--- src/rtl/shreg_pkg.sv ---
package shreg_pkg;

  typedef enum logic [1:0] {
    MODE_HOLD = 2'b00,
    MODE_UP   = 2'b01,
    MODE_DOWN = 2'b10,
    MODE_LOAD = 2'b11
  } shreg_mode_e;

  typedef struct packed {
    logic load;
    logic up;
    logic down;
  } shreg_ctl_t;

endpackage

--- src/rtl/shreg_mode_dec.sv ---
module shreg_mode_dec
  import shreg_pkg::*;
(
  input  logic [1:0] mode_sel,
  output shreg_ctl_t ctl
);

  shreg_mode_e mode;

  always_comb begin
    mode     = shreg_mode_e'(mode_sel);
    ctl      = '0;
    unique case (mode)
      MODE_UP:   ctl.up   = 1'b1;
      MODE_DOWN: ctl.down = 1'b1;
      MODE_LOAD: ctl.load = 1'b1;
      default:   ctl      = '0;
    endcase
  end

endmodule

--- src/rtl/shreg_bus_gate.sv ---
module shreg_bus_gate (
  input  logic oe_a_n,
  input  logic oe_b_n,
  input  logic load,
  output logic bus_oe
);

  // The bus is released while loading so that it can serve as the source.
  always_comb begin
    bus_oe = ~oe_a_n & ~oe_b_n & ~load;
  end

endmodule

--- src/rtl/shreg_cell.sv ---
module shreg_cell
  import shreg_pkg::*;
(
  input  logic       clk,
  input  logic       clr,
  input  shreg_ctl_t ctl,
  input  logic       from_below,
  input  logic       from_above,
  input  logic       par_in,
  output logic       q
);

  logic d;

  always_comb begin
    d = q;
    if (clr)           d = 1'b0;
    else if (ctl.load) d = par_in;
    else if (ctl.up)   d = from_below;
    else if (ctl.down) d = from_above;
  end

  always_ff @(posedge clk) begin
    q <= d;
  end

endmodule

--- src/rtl/ubus_shreg.sv ---
module ubus_shreg
  import shreg_pkg::*;
#(
  parameter int WIDTH = 8
) (
  input  logic             clk,
  input  logic             rst_n,
  input  logic [1:0]       mode_sel,
  input  logic             oe_a_n,
  input  logic             oe_b_n,
  input  logic             ser_in_lo,
  input  logic             ser_in_hi,
  input  logic [WIDTH-1:0] bus_in,
  output logic [WIDTH-1:0] bus_out,
  output logic             bus_oe,
  output logic             tap_lo,
  output logic             tap_hi
);

  localparam int TOP = WIDTH - 1;

  shreg_ctl_t       ctl;
  logic [WIDTH-1:0] q;
  logic [WIDTH-1:0] below;
  logic [WIDTH-1:0] above;

  shreg_mode_dec dec_i (
    .mode_sel (mode_sel),
    .ctl      (ctl)
  );

  shreg_bus_gate gate_i (
    .oe_a_n (oe_a_n),
    .oe_b_n (oe_b_n),
    .load   (ctl.load),
    .bus_oe (bus_oe)
  );

  genvar n;
  generate
    for (n = 0; n < WIDTH; n++) begin : g_bit
      if (n == 0) begin : g_lo
        assign below[n] = ser_in_lo;
      end else begin : g_mid_lo
        assign below[n] = q[n-1];
      end
      if (n == TOP) begin : g_hi
        assign above[n] = ser_in_hi;
      end else begin : g_mid_hi
        assign above[n] = q[n+1];
      end
      shreg_cell cell_i (
        .clk        (clk),
        .clr        (~rst_n),
        .ctl        (ctl),
        .from_below (below[n]),
        .from_above (above[n]),
        .par_in     (bus_in[n]),
        .q          (q[n])
      );
    end
  endgenerate

  assign bus_out = q;
  assign tap_lo  = q[0];
  assign tap_hi  = q[TOP];

endmodule

--- config.mk ---
export PLATFORM = sky130hd
export DESIGN_NAME = ubus_shreg
export DESIGN_NICKNAME = d
export VERILOG_FILES = /design/src/rtl/shreg_pkg.sv /design/src/rtl/shreg_mode_dec.sv /design/src/rtl/shreg_bus_gate.sv /design/src/rtl/shreg_cell.sv /design/src/rtl/ubus_shreg.sv
export SDC_FILE = /design/constraint.sdc
export NUM_CORES = 1
export LEC_CHECK = 0
export BUFFER_PORTS_ARGS = -buffer_cell sky130_fd_sc_hd__buf_4
export CORE_AREA = 2 2 39 41
export DETAILED_ROUTE_END_ITERATION = 10
export DIE_AREA = 0 0 41 43
export GPL_ROUTABILITY_DRIVEN = 0
export PLACE_DENSITY = 0.8
export SYNTH_ARGS = -nofsm -noshare
export SYNTH_HDL_FRONTEND = slang
export SYNTH_HIERARCHICAL = 1
export SYNTH_SLANG_ARGS = --single-unit
--- constraint.sdc ---
create_clock -name clk -period 3.2 [get_ports clk]
set_input_delay 0.32 -clock clk [delete_from_list [all_inputs] [get_ports clk]]
set_output_delay 0.32 -clock clk [all_outputs]
set_load 0.01 [all_outputs]
# [After elaboration in Yosys (flattened, before gate mapping)]
# Cells that the tools add are included.
[classes] n_bitwise=5 n_mux=27 reduce_logical=1 eq_ne=3
[op_table] operator="1-bit two-way mux" count=27
[op_table] operator="2-bit equality test, second input constant" count=2
[op_table] operator="1-bit inverter" count=3
[op_table] operator="3-bit nonzero test" count=1
[op_table] operator="1-bit bitwise AND" count=2
[op_table] operator="2-bit by 1-bit equality test with 1-bit output, second input constant" count=1
[word_totals] elab_cells=44 regBits=8

# [Longest topological paths before layout]
# Gate-level depths: netlist of the first run.
[logic_depth] depth_word=5 depth_mapped=3

# [Cells and area by module]
# The synthesis of the first run kept the hierarchy.
[modules_own_cells] mod="shreg_cell" area_per_inst_um2=60.1 cells_per_inst=6 n_inst=8 seq_area_each_um2=20.0
[modules_own_cells] mod="shreg_mode_dec" area_per_inst_um2=22.5 cells_per_inst=3 n_inst=1 seq_area_each_um2=0.0
[modules_own_cells] mod="ubus_shreg" area_per_inst_um2=18.8 cells_per_inst=3 n_inst=1 seq_area_each_um2=0.0
[modules_own_cells] mod="shreg_bus_gate" area_per_inst_um2=10.0 cells_per_inst=1 n_inst=1 seq_area_each_um2=0.0

# [Worst setup path after synthesis of the first run]
# Ideal clock, no wire load.
[synth_timing] path_type="in2reg" startpoint="input mode_sel[1]" endpoint="register g_bit[0].cell_i.q" required_time_ns=3.059 setup_time_ns=0.141 path_stages=3 t_arrival_ns=1.247 path_slack_ns=1.813 cell_sequence="nor2b_1 mux2i_1 o221ai_1"
[synth_between] elab_chain_cells=4 word_cells_on_any_way=9 cone_classes="eq/ne: 3; mux: 5; reduce/logical: 1"
[synth_rtl] element="start, declared" line="ubus_shreg.sv:8" text="input logic [1:0] mode_sel,"
[synth_rtl] element="2-bit by 1-bit equality test with 1-bit output" line="shreg_mode_dec.sv:13" text="unique case (mode)"
[synth_rtl] element="1-bit two-way mux" line="shreg_mode_dec.sv:13"
[synth_rtl] element="1-bit two-way mux" line="shreg_cell.sv:19" text="else if (ctl.up) d = from_below;"
[synth_rtl] element="1-bit two-way mux" line="shreg_cell.sv:18" text="else if (ctl.load) d = par_in;"
[synth_rtl] element="end signal, assigned" line="shreg_cell.sv:24" text="q <= d;"
[synth_rtl] element="end, declared" line="shreg_cell.sv:10" text="output logic q"
# Parallel ways exist; a longest one is shown, timed or not.
# A chain may end at the register's enable or synchronous reset.

==> metrics.yaml, run 1 <==
power:
  power_leakage_nw: 0.317
  vdd_drop_max_mv: 0.167
  powerDensity_nw_per_um2: 337
  total_power_mw: 0.254
setup_path:
  cp.required_ns: 3.31
  worstPathCellList: "buf_4 -> nor2b_1 -> mux2i_1 -> o221ai_1"
  critPathKind: "primary input to flop"
  slowest_delay_ns: 0.66
  worst-path-max-fanout: 8
  end_kind: "flop"
  crit_slowest_cell: "nor2b_1"
  start_kind: "primary input"
  crit_arrival_ns: 1.51
layout:
  finalInstanceArea_um2: 754
  area_growth_pct: 41.9
  drive_gt1_share_pct: 39.0
  diodes: 0
  largest_register_ffs: 8
  final_common_cell: "buf_4"
  top_register: "g_bit.cell_i/q"
  postLayoutCoreUtil_pct: 54.5
  stdcell_count: 98
  top_regs: "g_bit.cell_i/q: 8 flops"
  final_net_count: 100
die:
  start_util_pct: 38.4
  die_w_um: 41
  core_um2: 1380
  rows: 14
  die_y_um: 43
  ios: 27
  design.die.area_um2: 1760
synth:
  yosys.area.top_type: "dfxtp_1"
  synth_area_leaders: "dfxtp_1 (30%), or4bb_1 (17%), mux2i_1 (15%), o221ai_1 (13%), or3_1 (9.4%)"
  syn_area_per_cell_um2: 9.67
  synth_cell_type_count: 12
  netlist.area_leader.share_pct: 30.1
  synth_area_um2: 532
  ys_warn_count: 6
  yosysSeqAreaShare_pct: 30.1
  ys_ff_latch: 8
  syn-num-nets: 71
  synth_cells: 55
placement:
  io_buffers: 26
  preCtsSetupSlack_ns: 1.54
  dpl_cell_area_um2: 732
  placed_cells: 95
  dp_hpwl_um: 844
global_route:
  track_usage_pct: 15.0
  overflow: 0
  grt_pass1_vias: 427
  antenna_found_initial: 0
  grt_pass1_wl_um: 1840
  grt_max_degree: 26
clock_tree:
  cts.sinks: 8
  clk_pin_slew_worst_paths_ns: 0.06
  clock_latency_ns: 0.25
  postCtsSetupRepairBufs: 0
  post_cts_resized: 0
  tritoncts: "done"
  numCtsBuffers: 3
  cts_hold_buf: 0
  clock_path_buffers: 2
  htree_levels: 1
  cts-root-buf: "clkbuf_4"
timing:
  setup_ws_ns: 1.80
  final_max_slew_viol_count: 0
  post-route-period-util_pct: 43.7
  max-slew-margin-rel_pct: 43.1
  setup_viol: 0
  period_needed_ns: 1.40
  rsz0062_at_grt: "false"
  finalSetupTns_ns: 0
  worstMarginPinSlew_ns: 0.851
  hold_slack_ns: 0.364
  skew_ns: 0.00132
  max_freq_mhz: 715
  hold_viol: 0
drt:
  num_vias: 535
  post_drt_wl_per_cell_um: 12.1
  drtPass1Iterations: 4
  routed_wl_um: 1180
  drc: 0
  ant_nets: 0
  avgViaCountPerCell: 5.46
  dr.first_iter.drc_count: 5
run:
  maxCapViolCount: 0
run_status:
  outcome: "finished clean"
hold_path:
  hp-class: "primary input to flop"
## cell type report
type | instances | area, µm²
timing repair buffer | 26 | 195
sequential | 8 | 160
fill | 137 | 629
clock buffer | 3 | 22.5
multi-input combinational | 44 | 353
tap | 16 | 20.0
inverter | 1 | 3.75
## critical path: cells and delay by family
family	cells	cell delay [ns]
AO/OA/AOI/OAI	1	0.13
buffers and inverters	1	0.12
multiplexers	1	0.28
AND/OR/NAND/NOR	1	0.66
## metal layers
| layer | vias to the layer above | global-route usage [%] | part of all wire [%] |
|---|---|---|---|
| li1 | 276 | - | - |
| met1 | 238 | 19.3 | 45 |
| met2 | 19 | 21.9 | 47 |
| met3 | 2 | 3.66 | 7.0 |
| met4 | 0 | 8.00 | 1.2 |
| met5 | - | 0 | 0 |
## path summary, 6_finish.rpt
check | startpoint | slack (ns) | cells past startpoint | to
worst min register to register | g_bit[0].cell_i/q$_SDFFE_PP0P_ | 0.63 | 2 | g_bit[0].cell_i/q$_SDFFE_PP0P_
worst max register to register | g_bit[5].cell_i/q$_SDFFE_PP0P_ | 2.25 | 2 | g_bit[6].cell_i/q$_SDFFE_PP0P_
worst max-delay path | mode_sel[0] | 1.80 | 4 | g_bit[5].cell_i/q$_SDFFE_PP0P_
worst min-delay path | bus_in[4] | 0.36 | 3 | g_bit[4].cell_i/q$_SDFFE_PP0P_
## cells in the mapped netlist, drive strengths merged
master,number
o221ai,8
inv,1
buf,2
or4bb,8
and2,1
and2b,1
nand2,8
dfxtp,8
mux2i,8
nor2b,1
nor3,1
or3,8
## power by group
group,switching [mW],internal [mW]
Sequential,0.00603,0.106
Combinational,0.0274,0.0372
Clock,0.0343,0.0429
Total,0.0677,0.186
## logic make-up after synthesis
| family | share of synthesized area [%] |
|---|---|
| AOI/OAI and AO/OA | 13.2 |
| buffers and inverters | 3.53 |
| DFF | 30.1 |
| muxes | 15.1 |
| and+or+nand+nor | 38.1 |
(Power assumes the default switching activity.)
==> run 2: changes to the inputs <==
--- a/config.mk
+++ b/config.mk
@@ -5,12 +5,13 @@
 export SDC_FILE = /design/constraint.sdc
 export NUM_CORES = 1
 export LEC_CHECK = 0
+export ABC_AREA = 1
 export BUFFER_PORTS_ARGS = -buffer_cell sky130_fd_sc_hd__buf_4
-export CORE_AREA = 2 2 39 41
+export CORE_MARGIN = 2
+export CORE_UTILIZATION = 45
 export DETAILED_ROUTE_END_ITERATION = 10
-export DIE_AREA = 0 0 41 43
 export GPL_ROUTABILITY_DRIVEN = 0
-export PLACE_DENSITY = 0.8
+export PLACE_DENSITY = 0.85
 export SYNTH_ARGS = -nofsm -noshare
 export SYNTH_HDL_FRONTEND = slang
 export SYNTH_HIERARCHICAL = 1
==> constraint.sdc (replaced) <==
create_clock -name clk -period 1.45 [get_ports clk]
set_input_delay 0.145 -clock clk [delete_from_list [all_inputs] [get_ports clk]]
set_output_delay 0.145 -clock clk [all_outputs]
set_load 0.01 [all_outputs]
==> run 2 against run 1 <==
Net effect: first-iteration DRC count grew to 2.8 times the previous value; non-clock buffer count is 2 higher; wire length increased by 17%; power rose by 150%; count of clock-buffer cells in the layout is the same; utilization grew 11 points; cell count increased by 56%; sequential power is 130% higher; hold slack got worse by 0.21 ns; critical path type is now primary input to output pin; largest cell class unchanged.
==> metrics.yaml, run 2 <==
run_status:
  outcome: "finished clean"
clock_tree:
  clock_path_buffers: 2
  cts-root-buf: "clkbuf_4"
  clock_latency_ns: 0.26
  numCtsBuffers: 3
  clk_pin_slew_worst_paths_ns: 0.06
  htree_levels: 1
  cts_hold_buf: 0
  tritoncts: "done"
  cts.sinks: 8
  postCtsSetupRepairBufs: 0
  post_cts_resized: 0
die:
  core_um2: 1280
  design.die.area_um2: 1660
  ios: 27
  rows: 13
  start_util_pct: 47.4
  die_y_um: 40.8
  die_w_um: 40.8
placement:
  io_buffers: 26
  dp_hpwl_um: 1030
drt:
  routed_wl_um: 1380
  ant_nets: 0
  num_vias: 684
  drtPass1Iterations: 4
  post_drt_wl_per_cell_um: 9.05
  avgViaCountPerCell: 4.47
  dr.first_iter.drc_count: 14
  drc: 0
global_route:
  overflow: 0
  track_usage_pct: 20.4
  grt_max_degree: 18
  grt_pass1_wl_um: 2250
  grt_pass1_vias: 604
  antenna_found_initial: 0
setup_path:
  critPathKind: "primary input to output pin"
  crit_arrival_ns: 0.87
  cp_top_family: "buffers and inverters"
  end_kind: "output pin"
  cp.required_ns: 1.31
  worst-path-max-fanout: 17
  worstPathCellList: "buf_4 -> nand2_1 -> inv_1 -> nor2_2 -> buf_4"
  crit_top_cell: "buf_4"
  crit_buf_inv: 3
  crit_slowest_cell: "inv_1"
  start_kind: "primary input"
  slowest_delay_ns: 0.36
synth:
  yosysMostFrequentCell: "inv_1"
  synth_compound_area_share_pct: 23.0
  synth_area_leaders: "inv_1 (28%), dfxtp_1 (26%), a21oi_1 (13%), nand2_1 (11%), o21bai_1 (9.9%)"
  synth_xor_area_share_pct: 0
  syn-num-nets: 125
  synth_cell_type_count: 9
  synthMuxAreaShare_pct: 0
  synth_area_um2: 609
  synth_simple_gate_area_share_pct: 19.9
  synthAdderAreaFrac_pct: 0
  syn_area_per_cell_um2: 5.59
  ys_top_cells_by_count: "inv_1 (46), nand2_1 (18), a21oi_1 (16)"
  synthArstFlopShare_pct: 0
  synth_cells: 109
  yosysSeqAreaShare_pct: 26.3
  netlist.area_leader.share_pct: 28.3
  yosys.area.top_type: "inv_1"
  ys_warn_count: 6
  synth-edff-count: 0
  synth-main-ff-cell: "dfxtp_1"
  ys_ff_latch: 8
  synth_top_family_by_area: "buffers and inverters"
hold_path:
  hp-class: "primary input to flop"
timing:
  rsz0062_at_grt: "false"
  setup_viol: 0
  max-slew-margin-rel_pct: 67.9
  post-route-period-util_pct: 69.7
  hold_viol: 0
  worstMarginPinSlew_ns: 0.480
  final_max_slew_viol_count: 0
  finalSetupTns_ns: 0
  skew_ns: 0.00277
  max_freq_mhz: 990
  period_needed_ns: 1.01
layout:
  top_regs: "g_bit.cell_i/q: 8 flops"
  diodes: 0
  postLayoutCoreUtil_pct: 65.8
  final_cell_mix: "inv_1 (46), buf_4 (28), nand2_1 (18)"
  top_register: "g_bit.cell_i/q"
  final_net_count: 156
  drive_gt1_share_pct: 23.2
  area_growth_pct: 38.8
  final_common_cell: "inv_1"
  largest_register_ffs: 8
power:
  power_leakage_nw: 0.478
  powerDensity_nw_per_um2: 748
  vdd_drop_max_mv: 0.489
run:
  maxCapViolCount: 0
-- run 2: kinds of logic (layout without fill, tap and decap cells) --
| logic type | count (synthesis) | in the layout |
|---|---|---|
| AO/OA/AOI/OAI | 24 | 24 |
| buffers and inverters | 48 | 77 |
| flip-flops | 8 | 8 |
| AND/OR/NAND/NOR | 29 | 29 |
-- run 2: worst paths after layout --
path	start	endpoint	slack (ns)	depth (start not counted)
worst max-delay path	mode_sel[0]	bus_oe	0.44	5
worst min-delay path	bus_in[2]	g_bit[2].cell_i/q$_SDFFE_PP0P_	0.15	3
worst min register to register	g_bit[2].cell_i/q$_SDFFE_PP0P_	g_bit[2].cell_i/q$_SDFFE_PP0P_	0.57	4
worst max register to register	g_bit[1].cell_i/q$_SDFFE_PP0P_	g_bit[1].cell_i/q$_SDFFE_PP0P_	0.66	4
-- run 2: through the flow --
step	cell area (µm²)	total power, mW	std cells	hold WS (ns)	setup WS, ns
6_report	846	0.633	153	0.150	0.440
5_1_grt	846	0.681	153	0.160	0.326
4_1_cts	846	0.639	153	0.150	0.437
3_5_place_dp	823	0.462	150	0.419	0.418
3_3_place_gp	823	0.454	150	0.413	0.456
2_1_floorplan	609	0.374	109	0.323	0.389
-- run 2: layer usage --
layer	global-route usage [%]	up-vias	part of all wire, %
li1	-	372	-
met3	4.89	2	6.3
met2	36.7	21	50
met1	22.8	289	42
met4	7.50	0	1.1
met5	0	-	0
-- run 2: area by class of cell --
class,count,area [µm²]
Clock buffer,3,22.5
Fill cell,130,439
Inverter,46,173
Multi-Input combinational cell,53,262
Sequential cell,8,160
Tap cell,15,18.8
Timing Repair Buffer,28,210
-- run 2: worst register-to-register path, stage by stage, from the launching register on --
cell and delay, ns:
dfxtp_1 0.38, inv_1 0.06, nand2_1 0.05, nand3_1 0.07, a21oi_1 0.15
-- run 2: report_power, final --
group / switching [mW] / internal, mW
combinational: 0.0967 / 0.101
sequential: 0.0198 / 0.240
clock: 0.0806 / 0.0951
==> run 3: changes to the inputs <==
==> constraint.sdc (replaced) <==
create_clock -name clk -period 0.95 [get_ports clk]
set_input_delay 0.095 -clock clk [delete_from_list [all_inputs] [get_ports clk]]
set_output_delay 0.095 -clock clk [all_outputs]
set_load 0.01 [all_outputs]
==> run 3 against run 2 <==
Net effect: hold slack worse by 0.037 ns; register-to-register slack got worse by 0.50 ns; cell area is 5.3% higher; setup slack worse by 0.39 ns; combinational power is 65% higher; sequential share of layout area fell by 0.96 points; count of clock-buffer cells in the layout did not move; first-iteration DRC count increased by 7.1%; critical path depth fell by 4; critical endpoint is now bus_out[4].
==> metrics.yaml, run 3 (synthesis gave the netlist of run 2 again) <==
die:
  design.die.area_um2: 1660
  die_w_um: 40.8
  die_y_um: 40.8
  ios: 27
  start_util_pct: 47.4
  core_um2: 1280
  rows: 13
layout:
  top_register: "g_bit.cell_i/q"
  area_growth_pct: 46.2
  final_cell_mix: "inv_1 (46), buf_4 (28), nand2_1 (18)"
  drive_gt1_share_pct: 25.7
  diodes: 0
  final_common_cell: "inv_1"
  finalInstanceArea_um2: 891
  final_net_count: 158
  largest_register_ffs: 8
  top_regs: "g_bit.cell_i/q: 8 flops"
setup_path:
  critPathKind: "flop to output pin"
  crit_slowest_cell: "dfxtp_1"
  slowest_delay_ns: 0.40
  start_kind: "flop"
  rr_startpoint: "g_bit[4].cell_i/q$_SDFFE_PP0P_"
  r2r_cells: 4
  cp_top_family: "flip-flops"
  crit_arrival_ns: 0.80
  worstPathCellList: "buf_4"
  r2r_slack_ns: 0.16
  worst-path-max-fanout: 4
  crit_buf_inv: 1
  regToRegEndpoint: "g_bit[4].cell_i/q$_SDFFE_PP0P_"
  end_kind: "output pin"
  cp.required_ns: 0.85
timing:
  max_freq_mhz: 1110
  hold_viol: 0
  final_max_slew_viol_count: 0
  setup_viol: 0
  period_needed_ns: 0.899
  worstMarginPinSlew_ns: 0.236
  finalSetupTns_ns: 0
  post-route-period-util_pct: 94.6
  rsz0062_at_grt: "false"
  skew_ns: 0.00567
  max-slew-margin-rel_pct: 84.3
global_route:
  antenna_found_initial: 0
  grt_pass1_vias: 601
  track_usage_pct: 21.5
  grt_max_degree: 17
  grt_pass1_wl_um: 2360
  overflow: 0
power:
  powerDensity_nw_per_um2: 1110
  vdd_drop_max_mv: 0.648
  power_leakage_nw: 0.496
clock_tree:
  clk_pin_slew_worst_paths_ns: 0.06
  numCtsBuffers: 3
  post_cts_resized: 0
  clock_latency_ns: 0.25
  cts_hold_buf: 0
  htree_levels: 1
  postCtsSetupRepairBufs: 0
  cts-root-buf: "clkbuf_4"
  clock_path_buffers: 2
  tritoncts: "done"
  cts.sinks: 8
drt:
  drc: 0
  ant_nets: 0
  dr.first_iter.drc_count: 15
  avgViaCountPerCell: 4.65
  num_vias: 720
  routed_wl_um: 1450
  post_drt_wl_per_cell_um: 9.35
  drtPass1Iterations: 4
placement:
  io_buffers: 26
  dpl_cell_area_um2: 868
  dp_hpwl_um: 1060
hold_path:
  min_to: "g_bit[2].cell_i/q$_SDFFE_PP0P_"
  hp-class: "primary input to flop"
  hp-start: "bus_in[2]"
  whs_path_depth: 3
run_status:
  outcome: "finished clean"
run:
  maxCapViolCount: 0
run 3: worst max path at each step:
stage	cells after the start	to	startpoint	slack [ns]
floorplan	6	g_bit[0].cell_i/q$_SDFFE_PP0P_	mode_sel[1]	0.14
global placement	7	g_bit[4].cell_i/q$_SDFFE_PP0P_	mode_sel[0]	0.11
detailed placement	7	g_bit[1].cell_i/q$_SDFFE_PP0P_	mode_sel[1]	0.10
CTS	1	bus_out[4]	g_bit[4].cell_i/q$_SDFFE_PP0P_	0.05
global route	1	bus_out[4]	g_bit[4].cell_i/q$_SDFFE_PP0P_	0.003
finish	1	bus_out[4]	g_bit[4].cell_i/q$_SDFFE_PP0P_	0.05
run 3: final cells by class:
type / instances / area [µm²]
flip-flops and latches: 8 / 160
clock buffers: 3 / 22.5
multi-input cells: 53 / 267
fillers: 120 / 394
inverters: 46 / 173
well taps: 15 / 18.8
repair buffers: 30 / 250
run 3: tightest hold or removal path, cell delays in order:
cell      delay, ns
buf_4          0.08
o21bai_1       0.06
a21oi_1        0.09
run 3: report_power, final:
part           switching, mW  total (mW)  internal [mW]
logic                  0.156       0.327          0.171
clock network          0.117       0.262          0.145
registers             0.0305       0.397          0.366
total                  0.303       0.985          0.682
run 3: through the flow:
stage                     hold slack (ns)  total power, mW  setup slack, ns  utilization (%)  instances
final                               0.114            0.985           0.0514             69.3        155
after global routing                0.112             1.07          0.00302             69.3        155
after CTS                           0.107            0.995           0.0543             69.3        155
after detailed placement            0.370            0.726            0.102             67.6        152
after global placement              0.358            0.718            0.112             67.6        152
after floorplan                     0.273            0.571            0.136                -        109
run 3: layer usage:
layer  global-route usage [%]  up-vias  part of all wire [%]
met1                     24.6      308                    41
met4                     7.50        0                     0
met3                     4.89        0                   8.6
li1                         -      379                     -
met5                        0        -                     0
met2                     38.3       33                    51
